## src/rtl/pipe_adc_pkg.sv

```systemverilog
package pipe_adc_pkg;

  // Left shift applied to the code of coarse stage k (1-based).
  function automatic int stage_shift(int k, int n_stages, int eff_bits, int final_w);
    return final_w - 1 + eff_bits * (n_stages - k);
  endfunction

  // Bias removed from the sum: one unit at each coarse stage's weight.
  function automatic int redundancy_bias(int n_stages, int eff_bits, int final_w);
    int acc;
    acc = 0;
    for (int k = 1; k <= n_stages; k++) begin
      acc = acc + (1 << stage_shift(k, n_stages, eff_bits, final_w));
    end
    return acc;
  endfunction

endpackage

```

## src/rtl/adc_code_delay.sv

```systemverilog
module adc_code_delay #(
  parameter int W     = 3,
  parameter int DEPTH = 1
) (
  input  logic         clk,
  input  logic         rst,
  input  logic [W-1:0] din,
  output logic [W-1:0] dout
);
  logic [W-1:0] taps [DEPTH];

  always_ff @(posedge clk) begin
    if (rst) begin
      for (int i = 0; i < DEPTH; i++) taps[i] <= '0;
    end else begin
      taps[0] <= din;
      for (int i = 1; i < DEPTH; i++) taps[i] <= taps[i-1];
    end
  end

  assign dout = taps[DEPTH-1];
endmodule

```

## src/rtl/adc_overlap_sum.sv

```systemverilog
module adc_overlap_sum #(
  parameter int NUM_STAGES = 4,
  parameter int STAGE_W    = 3,
  parameter int FINAL_W    = 4,
  parameter int EFF_BITS   = 2,
  parameter int SUM_W      = 15,
  parameter int BIAS       = 680
) (
  input  logic                          clk,
  input  logic                          rst,
  input  logic                          vld_in,
  input  logic [NUM_STAGES*STAGE_W-1:0] codes,
  input  logic [FINAL_W-1:0]            final_code,
  output logic signed [SUM_W-1:0]       sum_q,
  output logic                          sum_vld
);
  logic signed [SUM_W-1:0] acc;

  always_comb begin
    acc = '0 - SUM_W'(BIAS);
    for (int k = 0; k < NUM_STAGES; k++) begin
      acc = acc + (SUM_W'(codes[k*STAGE_W +: STAGE_W])
                   << pipe_adc_pkg::stage_shift(k + 1, NUM_STAGES, EFF_BITS, FINAL_W));
    end
    acc = acc + SUM_W'(final_code);
  end

  always_ff @(posedge clk) begin
    if (rst) begin
      sum_q   <= '0;
      sum_vld <= 1'b0;
    end else begin
      sum_vld <= vld_in;
      if (vld_in) sum_q <= acc;
    end
  end
endmodule

```

## src/rtl/adc_clamp_reg.sv

```systemverilog
module adc_clamp_reg #(
  parameter int SUM_W = 15,
  parameter int OUT_W = 12
) (
  input  logic                    clk,
  input  logic                    rst,
  input  logic                    vld_in,
  input  logic signed [SUM_W-1:0] sum_in,
  output logic                    out_valid,
  output logic [OUT_W-1:0]        out_data
);
  localparam int MAXV = (1 << OUT_W) - 1;

  logic [OUT_W-1:0] clamped;

  always_comb begin
    if (sum_in[SUM_W-1])                       clamped = '0;
    else if ($unsigned(sum_in) > SUM_W'(MAXV)) clamped = OUT_W'(MAXV);
    else                                       clamped = sum_in[OUT_W-1:0];
  end

  always_ff @(posedge clk) begin
    if (rst) begin
      out_valid <= 1'b0;
      out_data  <= '0;
    end else begin
      out_valid <= vld_in;
      if (vld_in) out_data <= clamped;
    end
  end
endmodule

```

## src/rtl/pipe_adc_corrector.sv

```systemverilog
module pipe_adc_corrector #(
  parameter int NUM_STAGES = 4,
  parameter int STAGE_W    = 3,
  parameter int FINAL_W    = 4,
  parameter int EFF_BITS   = 2,
  parameter int OUT_W      = 12
) (
  input  logic                          clk,
  input  logic                          rst,
  input  logic                          in_valid,
  input  logic [NUM_STAGES*STAGE_W-1:0] stage_codes,
  input  logic [FINAL_W-1:0]            final_code,
  output logic                          out_valid,
  output logic [OUT_W-1:0]              out_data
);
  localparam int SUM_W = OUT_W + STAGE_W;
  localparam int BIAS  = pipe_adc_pkg::redundancy_bias(NUM_STAGES, EFF_BITS, FINAL_W);

  logic [NUM_STAGES*STAGE_W-1:0] aligned_codes;
  logic                          aligned_valid;
  logic signed [SUM_W-1:0]       sum_q;
  logic                          sum_vld;

  // Stage k (index k-1) waits NUM_STAGES-k cycles; the last coarse stage waits none.
  for (genvar k = 0; k < NUM_STAGES; k++) begin : g_align
    if (NUM_STAGES - 1 - k == 0) begin : g_direct
      assign aligned_codes[k*STAGE_W +: STAGE_W] = stage_codes[k*STAGE_W +: STAGE_W];
    end else begin : g_delay
      adc_code_delay #(.W(STAGE_W), .DEPTH(NUM_STAGES - 1 - k)) u_dly (
        .clk  (clk),
        .rst  (rst),
        .din  (stage_codes[k*STAGE_W +: STAGE_W]),
        .dout (aligned_codes[k*STAGE_W +: STAGE_W])
      );
    end
  end

  if (NUM_STAGES == 1) begin : g_vld_direct
    assign aligned_valid = in_valid;
  end else begin : g_vld_delay
    adc_code_delay #(.W(1), .DEPTH(NUM_STAGES - 1)) u_vdly (
      .clk  (clk),
      .rst  (rst),
      .din  (in_valid),
      .dout (aligned_valid)
    );
  end

  adc_overlap_sum #(
    .NUM_STAGES(NUM_STAGES), .STAGE_W(STAGE_W), .FINAL_W(FINAL_W),
    .EFF_BITS(EFF_BITS), .SUM_W(SUM_W), .BIAS(BIAS)
  ) u_sum (
    .clk        (clk),
    .rst        (rst),
    .vld_in     (aligned_valid),
    .codes      (aligned_codes),
    .final_code (final_code),
    .sum_q      (sum_q),
    .sum_vld    (sum_vld)
  );

  adc_clamp_reg #(.SUM_W(SUM_W), .OUT_W(OUT_W)) u_clamp (
    .clk       (clk),
    .rst       (rst),
    .vld_in    (sum_vld),
    .sum_in    (sum_q),
    .out_valid (out_valid),
    .out_data  (out_data)
  );
endmodule

```

## config.mk

```make
export PLATFORM = sky130hd
export DESIGN_NAME = pipe_adc_corrector
export DESIGN_NICKNAME = d
export VERILOG_FILES = /design/src/rtl/pipe_adc_pkg.sv /design/src/rtl/adc_code_delay.sv /design/src/rtl/adc_overlap_sum.sv /design/src/rtl/adc_clamp_reg.sv /design/src/rtl/pipe_adc_corrector.sv
export SDC_FILE = /design/constraint.sdc
export NUM_CORES = 1
export LEC_CHECK = 0
export BUFFER_PORTS_ARGS = -buffer_cell sky130_fd_sc_hd__buf_2
export CAP_MARGIN = 20
export CORE_ASPECT_RATIO = 1.75
export CORE_MARGIN = 5
export CORE_UTILIZATION = 40
export DETAILED_ROUTE_END_ITERATION = 10
export SETUP_SLACK_MARGIN = 0.5
export SLEW_MARGIN = 5
export SYNTH_ARGS = -nofsm -noshare
export SYNTH_HDL_FRONTEND = slang
export SYNTH_SLANG_ARGS = --single-unit
```

## constraint.sdc

```tcl
create_clock -name clk -period 2.85 [get_ports clk]
set_clock_uncertainty 0.05 [all_clocks]
set_input_delay 0.285 -clock clk [delete_from_list [all_inputs] [get_ports clk]]
set_output_delay 0.285 -clock clk [all_outputs]
set_load 0.005 [all_outputs]
```

**After elaboration in Yosys (flattened, before gate mapping)**

Memories as Yosys holds them, arrays and structs flattened.
Index checks and enable logic that the tools add are counted.

- RAM bits: 21
- Input port bits: 19
- Memories kept: 4
- Output and inout bits: 13
- Flip-flop bits (word level): 29

Memories:

| memory | depth | width | read ports | clocked after memory_dff | wr ports | RTL line | RTL |
|---|---|---|---|---|---|---|---|
| g_align[0].g_delay.u_dly.taps | 3 | 3 | 3 | 0 | 3 | adc_code_delay.sv:10 | `logic [W-1:0] taps [DEPTH];` |
| g_align[1].g_delay.u_dly.taps | 2 | 3 | 2 | 0 | 2 | adc_code_delay.sv:10 |  |
| g_align[2].g_delay.u_dly.taps | 1 | 3 | 1 | 0 | 1 | adc_code_delay.sv:10 |  |
| g_vld_delay.u_vdly.taps | 3 | 1 | 3 | 0 | 3 | adc_code_delay.sv:10 |  |

- Order comparisons: 1
- Mux-type cells: 15
- Add/sub/neg operators: 5
- Reduce and logical (&&, ||, !) cells: 1
- Bitwise logic cells: 8

Operator list:

| cell | count |
|---|---|
| $mux 12 | 2 |
| $mux 3 | 6 |
| $add 15x10->15 | 1 |
| $add 15x4->15 | 1 |
| $add 15x6->15 | 1 |
| $add 15x8->15 | 1 |
| $gt 15x12->1 const B | 1 |
| $add 11x13->14 const A | 1 |
| $or 1x1->1 | 8 |
| $mux 1 | 7 |
| $reduce_or 3->1 | 1 |

**Logic depth before layout (Yosys ltp)**

Gate-level depths: netlist of the first run.

- Depth in word-level cells: 5
- Gate-level depth with buffers: 11
- Mapped depth without buffers: 11

**By module**

Synthesis of the first run repeated with hierarchy kept, for this count alone.

- Cells, all modules: 196
- Area, all modules: 2,084.5 um^2

By module, submodules not included:

| module | cells each | times used | area an instance (um^2) | seq. area each (um^2) |
|---|---|---|---|---|
| adc_overlap_sum | 117 | 1 | 1,052.3 | 320.3 |
| adc_clamp_reg | 31 | 1 | 435.4 | 260.2 |
| adc_code_delay at g_align[0].g_delay.u_dly | 21 | 1 | 259.0 | 180.2 |
| adc_code_delay at g_align[1].g_delay.u_dly | 15 | 1 | 180.2 | 120.1 |
| adc_code_delay at g_align[2].g_delay.u_dly ... | 6 | 2 | 78.8 | 60.1 |

**Worst setup path after synthesis of the first run**

No wires, ideal clock.

- Path type: input port to flip-flop
- From: input port stage_codes[9]
- To: register u_sum.sum_q[12]
- Data arrival time: 1.864 ns
- Required time: 2.714 ns
- Path slack: 0.850 ns
- Stages on the path: 11
- Cells stage by stage: inv_1 > ha_1 > inv_1 > ha_1 > inv_1 > fa_1 > nand2b_1 > a21oi_1 > o21ai_1 > xor2_1 > a211oi_1

- Longest elaborated chain between the ends: 2

Ends and longest elaborated chain:

| what | RTL line | RTL |
|---|---|---|
| from (decl) | pipe_adc_corrector.sv:11 | `input logic [NUM_STAGES*STAGE_W-1:0] stage_codes,` |
| $add 15x6->15 | adc_overlap_sum.sv:22 | `acc = acc + (SUM_W'(codes[k*STAGE_W +: STAGE_W])` |
| $add 15x4->15 | adc_overlap_sum.sv:25 | `acc = acc + SUM_W'(final_code);` |
| to (signal assigned) | adc_overlap_sum.sv:30 | `sum_q <= '0;` |
| to (signal assigned) | adc_overlap_sum.sv:34 | `if (vld_in) sum_q <= acc;` |
| to (decl) | adc_overlap_sum.sv:14 | `output logic signed [SUM_W-1:0] sum_q,` |

Every way passes these cells.
A chain may end at the register's enable or synchronous reset.

==> results of run 1 <==
==> state kept, by name (all words and copies together) (netlist names) <==
| register | count |
|---|---|
| g_vld_delay.u_vdly.taps | 3 |
| u_clamp.out_valid | 1 |
| u_sum.sum_q | 15 |
| g_align.g_delay.u_dly.taps | 18 |
| u_clamp.out_data | 12 |
| u_sum.sum_vld | 1 |
==> area by class of cell <==
class | count | area, um2
multi-input combinational | 145 | 984.7
timing repair buffer | 32 | 162.7
fill | 500 | 2649
clock inverter | 2 | 37.54
sequential | 50 | 1001
clock buffer | 6 | 72.57
inverter | 12 | 45.04
tap | 54 | 67.56
==> worst max path at each step <==
stage | from | end | slack (ps) | cells past startpoint
floorplan | stage_codes[9] | u_sum.sum_q[12] | 850 | 11
global placement | stage_codes[9] | u_sum.sum_q[12] | 690 | 12
detailed placement | stage_codes[9] | u_sum.sum_q[12] | 640 | 12
CTS | g_align[2].g_delay.u_dly.taps[0][0] | u_sum.sum_q[12] | 800 | 8
global route | g_align[2].g_delay.u_dly.taps[0][0] | u_sum.sum_q[12] | 630 | 8
finish | g_align[1].g_delay.u_dly.taps[0][3] | u_sum.sum_q[10] | 820 | 7
==> metal layers <==
| layer | global-route usage | wire length (um) | share of wire | up-vias |
|---|---|---|---|---|
| met3 | 0.03301 | 166 | 0.048 | 9 |
| li1 | - | - | - | 770 |
| met2 | 0.2012 | 1868 | 0.54 | 29 |
| met5 | 0 | 0 | 0 | - |
| met4 | 0.06959 | 106 | 0.030 | 0 |
| met1 | 0.1040 | 1336 | 0.38 | 680 |
==> cells by family (layout without fill, tap and decap cells) <==
| kind of cell | after synthesis | count (layout) | synth area share |
|---|---|---|---|
| and+or+nand+nor | 86 | 86 | 0.2016 |
| DFF | 50 | 50 | 0.4799 |
| buffers and inverters | 23 | 52 | 0.04798 |
| AOI/OAI and AO/OA | 21 | 21 | 0.07138 |
| muxes | 18 | 18 | 0.08638 |
| adders and majority gates | 14 | 14 | 0.08758 |
| xor gates and xnor gates | 6 | 6 | 0.02519 |
==> metrics by stage <==
step	std cells	total power [uW]
finish	301	1353
global route	301	1430
CTS	301	1375
detailed placement	293	885.3
global placement	293	882.5
floorplan	218	848.8
==> power groups by stage <==
stage,registers [uW],clock network (uW),logic [uW]
after global routing,733,538,159
after CTS,730,506,139
final,729,487,137
after detailed placement,746,0,139
after floorplan,742,0,107
after global placement,746,0,137
==> cells in the final DEF, fill, tap and decap left out, types with 3 or more instances in the layout <==
| cell type | Yosys | final |
|---|---|---|
| a21oi_1 | 5 | 5 |
| nand2b_1 | 7 | 7 |
| buf_2 | 3 | 31 |
| ha_1 | 13 | 13 |
| clkbuf_8 | 1 | 5 |
| inv_1 | 12 | 12 |
| nor2b_1 | 22 | 22 |
| a211oi_1 | 4 | 4 |
| mux2i_1 | 18 | 18 |
| nand3_1 | 3 | 3 |
| dfxtp_1 | 50 | 50 |
| nor2_1 | 49 | 49 |
| xor2_1 | 4 | 4 |
==> synthesized netlist by cell type <==
library cell,count
dfxtp_1,50
nor2_1,49
nor2b_1,22
mux2i_1,18
ha_1,13
inv_1,12
nand2b_1,7
clkbuf_1,6
a21oi_1,5
a211oi_1,4
xor2_1,4
buf_2,3
nand3_1,3
a21o_1,2
o22ai_1,2
xnor2_1,2
a211o_1,1
a211oi_2,1
a21oi_2,1
a31o_1,1
a31oi_1,1
and4_1,1
buf_1,1
clkbuf_8,1
fa_1,1
nand2_2,1
nand4b_1,1
o211ai_1,1
o21ai_1,1
o311ai_1,1
or3_1,1
or4b_1,1
==> worst max-delay path, stage by stage (launching register included) <==
cell and delay [ps]:
dfxtp_1 310, ha_1 290, ha_1 350, o211ai_1 250, a21oi_1 90, a211oi_1 270
xor2_1 190, o22ai_1 100
==> metrics.cfg, run 1 <==
[clock_network]
clk_path_buf_depth=2
cts_tree=built
cts_buffers=5
cts_hold_buf=0
clk_latency_ps=310
ctsHtreeMaxLevel=2
cts_setup_buffers=0
cts_sinks=50
root_buffer=clkbuf_8
clkTransAtPathRegs_ps=90
ctsResizeCount=0

[global_route]
grt_pass1_vias=1345
grt_use_total=0.1102
grt_max_degree=53
grt_overflow=0
grt_pass1_wl_mm=5.802
antenna_found_initial=0

[cells_and_area]
antenna_cells=0
nets=279
final_util=0.4723
area_growth_pct=13.68
drive_gt1_frac=0.1700
final_cell_area_mm2=0.002371

[setup_path]
cp.arrival_ps=2140
critPathKind=reg2reg
cp-end-kind=flip-flop
start_kind=flip-flop
reg2reg_to=u_sum.sum_q[10]
regToRegStartpoint=g_align[1].g_delay.u_dly.taps[0][3]
r2r.worst_path.cells=7
r2r_slack_ps=820
crit_required_ps=2960
worstPathMaxFanout=5

[floorplanning]
core.rowCount=34
initial_core_util=0.4155
io_pins=32
dieArea_mm2=0.006815
die_w_um=64.59
dieHeight_um=105.5
core_mm2=0.005020

[route]
drc=0
drtIter0Drc=49
dr.pass1.iters=4
vias=1488
drt-total-wl_mm=3.476
routedWlPerCell_um=11.55
avgViaCountPerCell=4.944
antenna_left=0

[worst_hold_path]
hold_class=in2reg
holdPathEnd=g_align[1].g_delay.u_dly.taps[0][2]
worstHoldPathCells=2
hp-start=stage_codes[5]

[synth]
ys_warn_count=0
ys_seq_elements=50
synth_cell_types=32
yosysTopAreaCellShare=0.4799
synth_nets=251
yosysSeqAreaShare=0.4799
synth_area_mm2=0.002086
synth.avg_cell_area_um2=9.568
ys_top_cells_by_area=dfxtp_1 48%, nor2_1 8.8%, mux2i_1 8.6%, ha_1 7.8%, nor2b_1 6.6%
syn_inst=218
yosys.area.top_type=dfxtp_1

[sta]
layout_setup_ws_ps=816.0
rsz0062_at_grt=no
tightest_slew_ps=875.4
drv_slew=0
hold_viol_final=0
period_minus_slack_ps=2034
tns_ps=0
fin_crit_sh=0.7137
fmax_ghz=0.4916
finalSetupViolCount=0
whs_ps=141.4
slew-limit-headroom=0.4164

[place]
port_buffers=31
hpwl_mm=2.510
place_ws_ps=639.9
globalplace.congestion=0.7523
dpl_cell_area_mm2=0.002261

[pwr]
p_seq_frac=0.539
power.switching_uw=309.9
internal_power_uw=1043
comb_power_share=0.101
switching_share=0.2291
ir_worst_vdd_mv=0.3317
p_leak_uw=0.001041
power_frac_clock=0.360
p_per_area_mw_per_mm2=570.6

[run_status]
status=finished, final reports clean

[job]
cap_violations=0

Note: power is estimated with default switching activity, not from simulation.
==> run 2, diff against run 1 <==
--- a/config.mk
+++ b/config.mk
@@ -5,6 +5,7 @@
 export SDC_FILE = /design/constraint.sdc
 export NUM_CORES = 1
 export LEC_CHECK = 0
+export ABC_AREA = 1
 export BUFFER_PORTS_ARGS = -buffer_cell sky130_fd_sc_hd__buf_2
 export CAP_MARGIN = 20
 export CORE_ASPECT_RATIO = 1.75
==> constraint.sdc (replaced) <==
create_clock -name clk -period 1.8 [get_ports clk]
set_clock_uncertainty 0.05 [all_clocks]
set_input_delay 0.18 -clock clk [delete_from_list [all_inputs] [get_ports clk]]
set_output_delay 0.18 -clock clk [all_outputs]
set_load 0.005 [all_outputs]
==> metrics.cfg, run 2 <==
[sta]
drv_slew=0  ; unchanged
tightest_slew_ps=399.8  ; was 875.4 ps
hold_viol_final=0  ; unchanged
tns_ps=0  ; unchanged
finalSetupViolCount=0  ; unchanged
rsz0062_at_grt=yes  ; was no
fin_crit_sh=0.9145  ; was 0.7137
fmax_ghz=0.6075  ; was 0.4916 GHz
slew-limit-headroom=0.7328  ; was 0.4164
period_minus_slack_ps=1646  ; was 2034 ps
layout_setup_ws_ps=154.0  ; was 816.0 ps

[synth]
async_flop_share=0  ; unchanged
synthXorXnorAreaFrac=0.01240  ; was 0.02519
synth_fa_ha_area_frac=0.08619  ; was 0.08758
yosys-top-cells-count=52 x inv_1, 50 x dfxtp_1, 50 x nor2_1  ; was 50 x dfxtp_1, 49 x nor2_1, 22 x nor2b_1
yosysTopAreaCellShare=0.4723  ; was 0.4799
synth_cell_types=24  ; was 32
yosysMostFrequentCell=inv_1  ; was dfxtp_1
synth.avg_cell_area_um2=7.516  ; was 9.568 um2
ys_seq_elements=50  ; unchanged
synth_nets=315  ; was 251
synth_mux_area_frac=0  ; was 0.08638
synth-simple-area-share=0.2107  ; was 0.2016
synth_edf_count=0  ; unchanged
synth_area_mm2=0.002120  ; was 0.002086 mm2
ys_warn_count=0  ; unchanged
syn_inst=282  ; was 218
synth_top_family_by_area=simple AND/OR/NAND/NOR gates  ; unchanged
synth_compound_area_frac=0.1009  ; was 0.07139
yosysSeqAreaShare=0.4723  ; was 0.4799
synthFlopType=dfxtp_1  ; unchanged
ys_top_cells_by_area=dfxtp_1 47%, inv_1 9.2%, nor2_1 8.9%, ha_1 7.7%, nand2_1 7.4%  ; was dfxtp_1 48%, nor2_1 8.8%, mux2i_1 8.6%, ha_1 7.8%, nor2b_1 6.6%
yosys.area.top_type=dfxtp_1  ; unchanged

[setup_path]
critPathKind=reg2reg  ; unchanged
cp-end-kind=flip-flop  ; unchanged
worstPathMaxFanout=2  ; was 5
start_kind=flip-flop  ; unchanged
crit_top_cell=nand3_2  ; was ha_1
crit_buf_inv=3  ; was 0
critPathMaxStageDelay_ps=340  ; was 350 ps
critPathTopFamily=adder cells  ; was compound AO/OA/AOI/OAI gates
r2r_slack_ps=150  ; was 820 ps
cp.arrival_ps=1800  ; was 2140 ps
crit_required_ps=1960  ; was 2960 ps
crit_chain=ha_4 -> inv_2 -> fa_2 -> inv_2 -> nand2_1 -> nand2_1 -> nand3_2 -> nand3_2 -> nand3_2 -> nand2_2 -> inv_1  ; was ha_1 -> ha_1 -> o211ai_1 -> a21oi_1 -> a211oi_1 -> xor2_1 -> o22ai_1
crit_slowest_cell=dfxtp_2  ; was ha_1

[floorplanning]
initial_core_util=0.4067  ; was 0.4155
die_w_um=65.03  ; was 64.59 um
dieArea_mm2=0.006912  ; was 0.006815 mm2
dieHeight_um=106.3  ; was 105.5 um
core.rowCount=35  ; was 34
io_pins=32  ; unchanged
core_mm2=0.005211  ; was 0.005020 mm2

[cells_and_area]
antenna_cells=0  ; unchanged
fillers=516  ; was 500
largest_register_ffs=18  ; unchanged
top_regs=g_align.g_delay.u_dly.taps: 18 flops, u_sum.sum_q: 15 flops, u_clamp.out_data: 12 flops  ; unchanged
final_util=0.5251  ; was 0.4723
final_cell_area_mm2=0.002736  ; was 0.002371 mm2
layout_common_cells=47 x nor2_1, 46 x inv_1, 44 x dfxtp_1  ; was 50 x dfxtp_1, 49 x nor2_1, 31 x buf_2
nets=352  ; was 279
drive_gt1_frac=0.3094  ; was 0.1700
area_growth_pct=29.10  ; was 13.68%
top_register=g_align.g_delay.u_dly.taps  ; unchanged
layout.cells.most_common=nor2_1  ; was dfxtp_1

[place]
dpl_cell_area_mm2=0.002400  ; was 0.002261 mm2
place_ws_ps=16.42  ; was 639.9 ps
globalplace.congestion=0.8430  ; was 0.7523
hpwl_mm=2.864  ; was 2.510 mm
port_buffers=31  ; unchanged

[route]
vias=1740  ; was 1,488
drc=0  ; unchanged
avgViaCountPerCell=4.640  ; was 4.944
routedWlPerCell_um=11.07  ; was 11.55 um
drt-total-wl_mm=4.150  ; was 3.476 mm
drtIter0Drc=95  ; was 49
antenna_left=0  ; unchanged
dr.pass1.iters=4  ; unchanged

[pwr]
power_frac_clock=0.340  ; was 0.360
comb_power_share=0.145  ; was 0.101
power.switching_uw=543.9  ; was 309.9 uW
switching_share=0.2416  ; was 0.2291
internal_power_uw=1707  ; was 1043 uW
p_leak_uw=0.001321  ; was 0.001041 uW
ir_worst_vdd_mv=0.5268  ; was 0.3317 mV
p_per_area_mw_per_mm2=822.7  ; was 570.6 mW/mm2
p_seq_frac=0.515  ; was 0.539

[global_route]
grt_use_total=0.1260  ; was 0.1102
grt_max_degree=24  ; was 53
grt_pass1_vias=1665  ; was 1,345
antenna_found_initial=0  ; unchanged
grt_overflow=0  ; unchanged
grt_pass1_wl_mm=6.851  ; was 5.802 mm

[clock_network]
clk_latency_ps=300  ; was 310 ps
clkTransAtPathRegs_ps=80  ; was 90 ps
cts_sinks=50  ; unchanged
cts_buffers=5  ; unchanged
root_buffer=clkbuf_8  ; unchanged
cts_tree=built  ; unchanged
clk_path_buf_depth=2  ; unchanged
ctsHtreeMaxLevel=2  ; unchanged

[worst_hold_path]
hold_class=in2reg  ; unchanged

[run_status]
status=finished, final reports clean  ; unchanged

[job]
cap_violations=0  ; unchanged

==> run 2: cell type report <==
cell class                      instances  area (um2)  area share
Clock buffer                            7       76.32     0.02789
Sequential cell                        50        1008      0.3685
Tap cell                               55       68.82     0.02515
Timing Repair Buffer                   40       222.7     0.08139
Inverter                               54       205.2     0.07499
Clock inverter                          1       30.03     0.01097
Multi-Input combinational cell        168        1125      0.4111
==> run 2: path summary, 6_finish.rpt <==
path,cells after the start,startpoint,end
setup / recovery,11,g_align[2].g_delay.u_dly.taps[0][0],u_sum.sum_q[12]
hold reg to reg,2,g_align[1].g_delay.u_dly.taps[0][1],g_align[1].g_delay.u_dly.taps[0][4]
setup reg to reg,11,g_align[2].g_delay.u_dly.taps[0][0],u_sum.sum_q[12]
hold / removal,3,stage_codes[7],g_align[2].g_delay.u_dly.taps[0][1]
==> run 2: through the flow <==
stage / hold WS [ps] / power (uW) / std cells
floorplan: 237.0 / 1368 / 282
global placement: 327.8 / 1428 / 362
detailed placement: 334.6 / 1434 / 362
CTS: 14.07 / 2224 / 371
global route: 11.55 / 2370 / 375
finish: 23.16 / 2251 / 375
==> run 2: layer usage <==
metal,GRT usage,up-vias,routed length (um),part of all wire
met5,0,-,0,0
met4,0.07270,0,111,0.027
met1,0.1282,776,1659,0.40
li1,-,927,-,-
met3,0.03277,10,174,0.042
met2,0.2256,27,2204,0.53
==> run 2: power by group through the flow <==
| stage | clock (uW) | sequential (uW) | combinational [uW] |
|---|---|---|---|
| after CTS | 797 | 1160 | 271 |
| after global placement | 0 | 1180 | 248 |
| after detailed placement | 0 | 1180 | 252 |
| final | 766 | 1160 | 326 |
| after floorplan | 0 | 1180 | 190 |
| after global routing | 841 | 1160 | 366 |
==> run 2: worst reg2reg max path: stages (launching register included) <==
cell and delay, ps:
dfxtp_2 340, ha_4 260, inv_2 30, fa_2 340, inv_2 70, nand2_1 50
nand2_1 70, nand3_2 80, nand3_2 100, nand3_2 80, nand2_2 60, inv_1 30
==> run 2: cell families (layout without fill, tap and decap cells) <==
logic type	Yosys count	count (layout)
DFF	50	50
and+or+nand+nor	109	109
adders and majority gates	14	14
xor gates and xnor gates	3	3
AOI/OAI and AO/OA	42	42
buffers and inverters	64	102
==> run 2: timing repair <==
item | 4_1_cts | 5_1_grt
buffers inserted | 1 | 4
hold buffers | 0 | 0
pin swaps | 5 | 20
gates resized for setup | 13 | 27
setup endpoints to repair | 10 | 17
hold endpoints to repair | 0 | 0
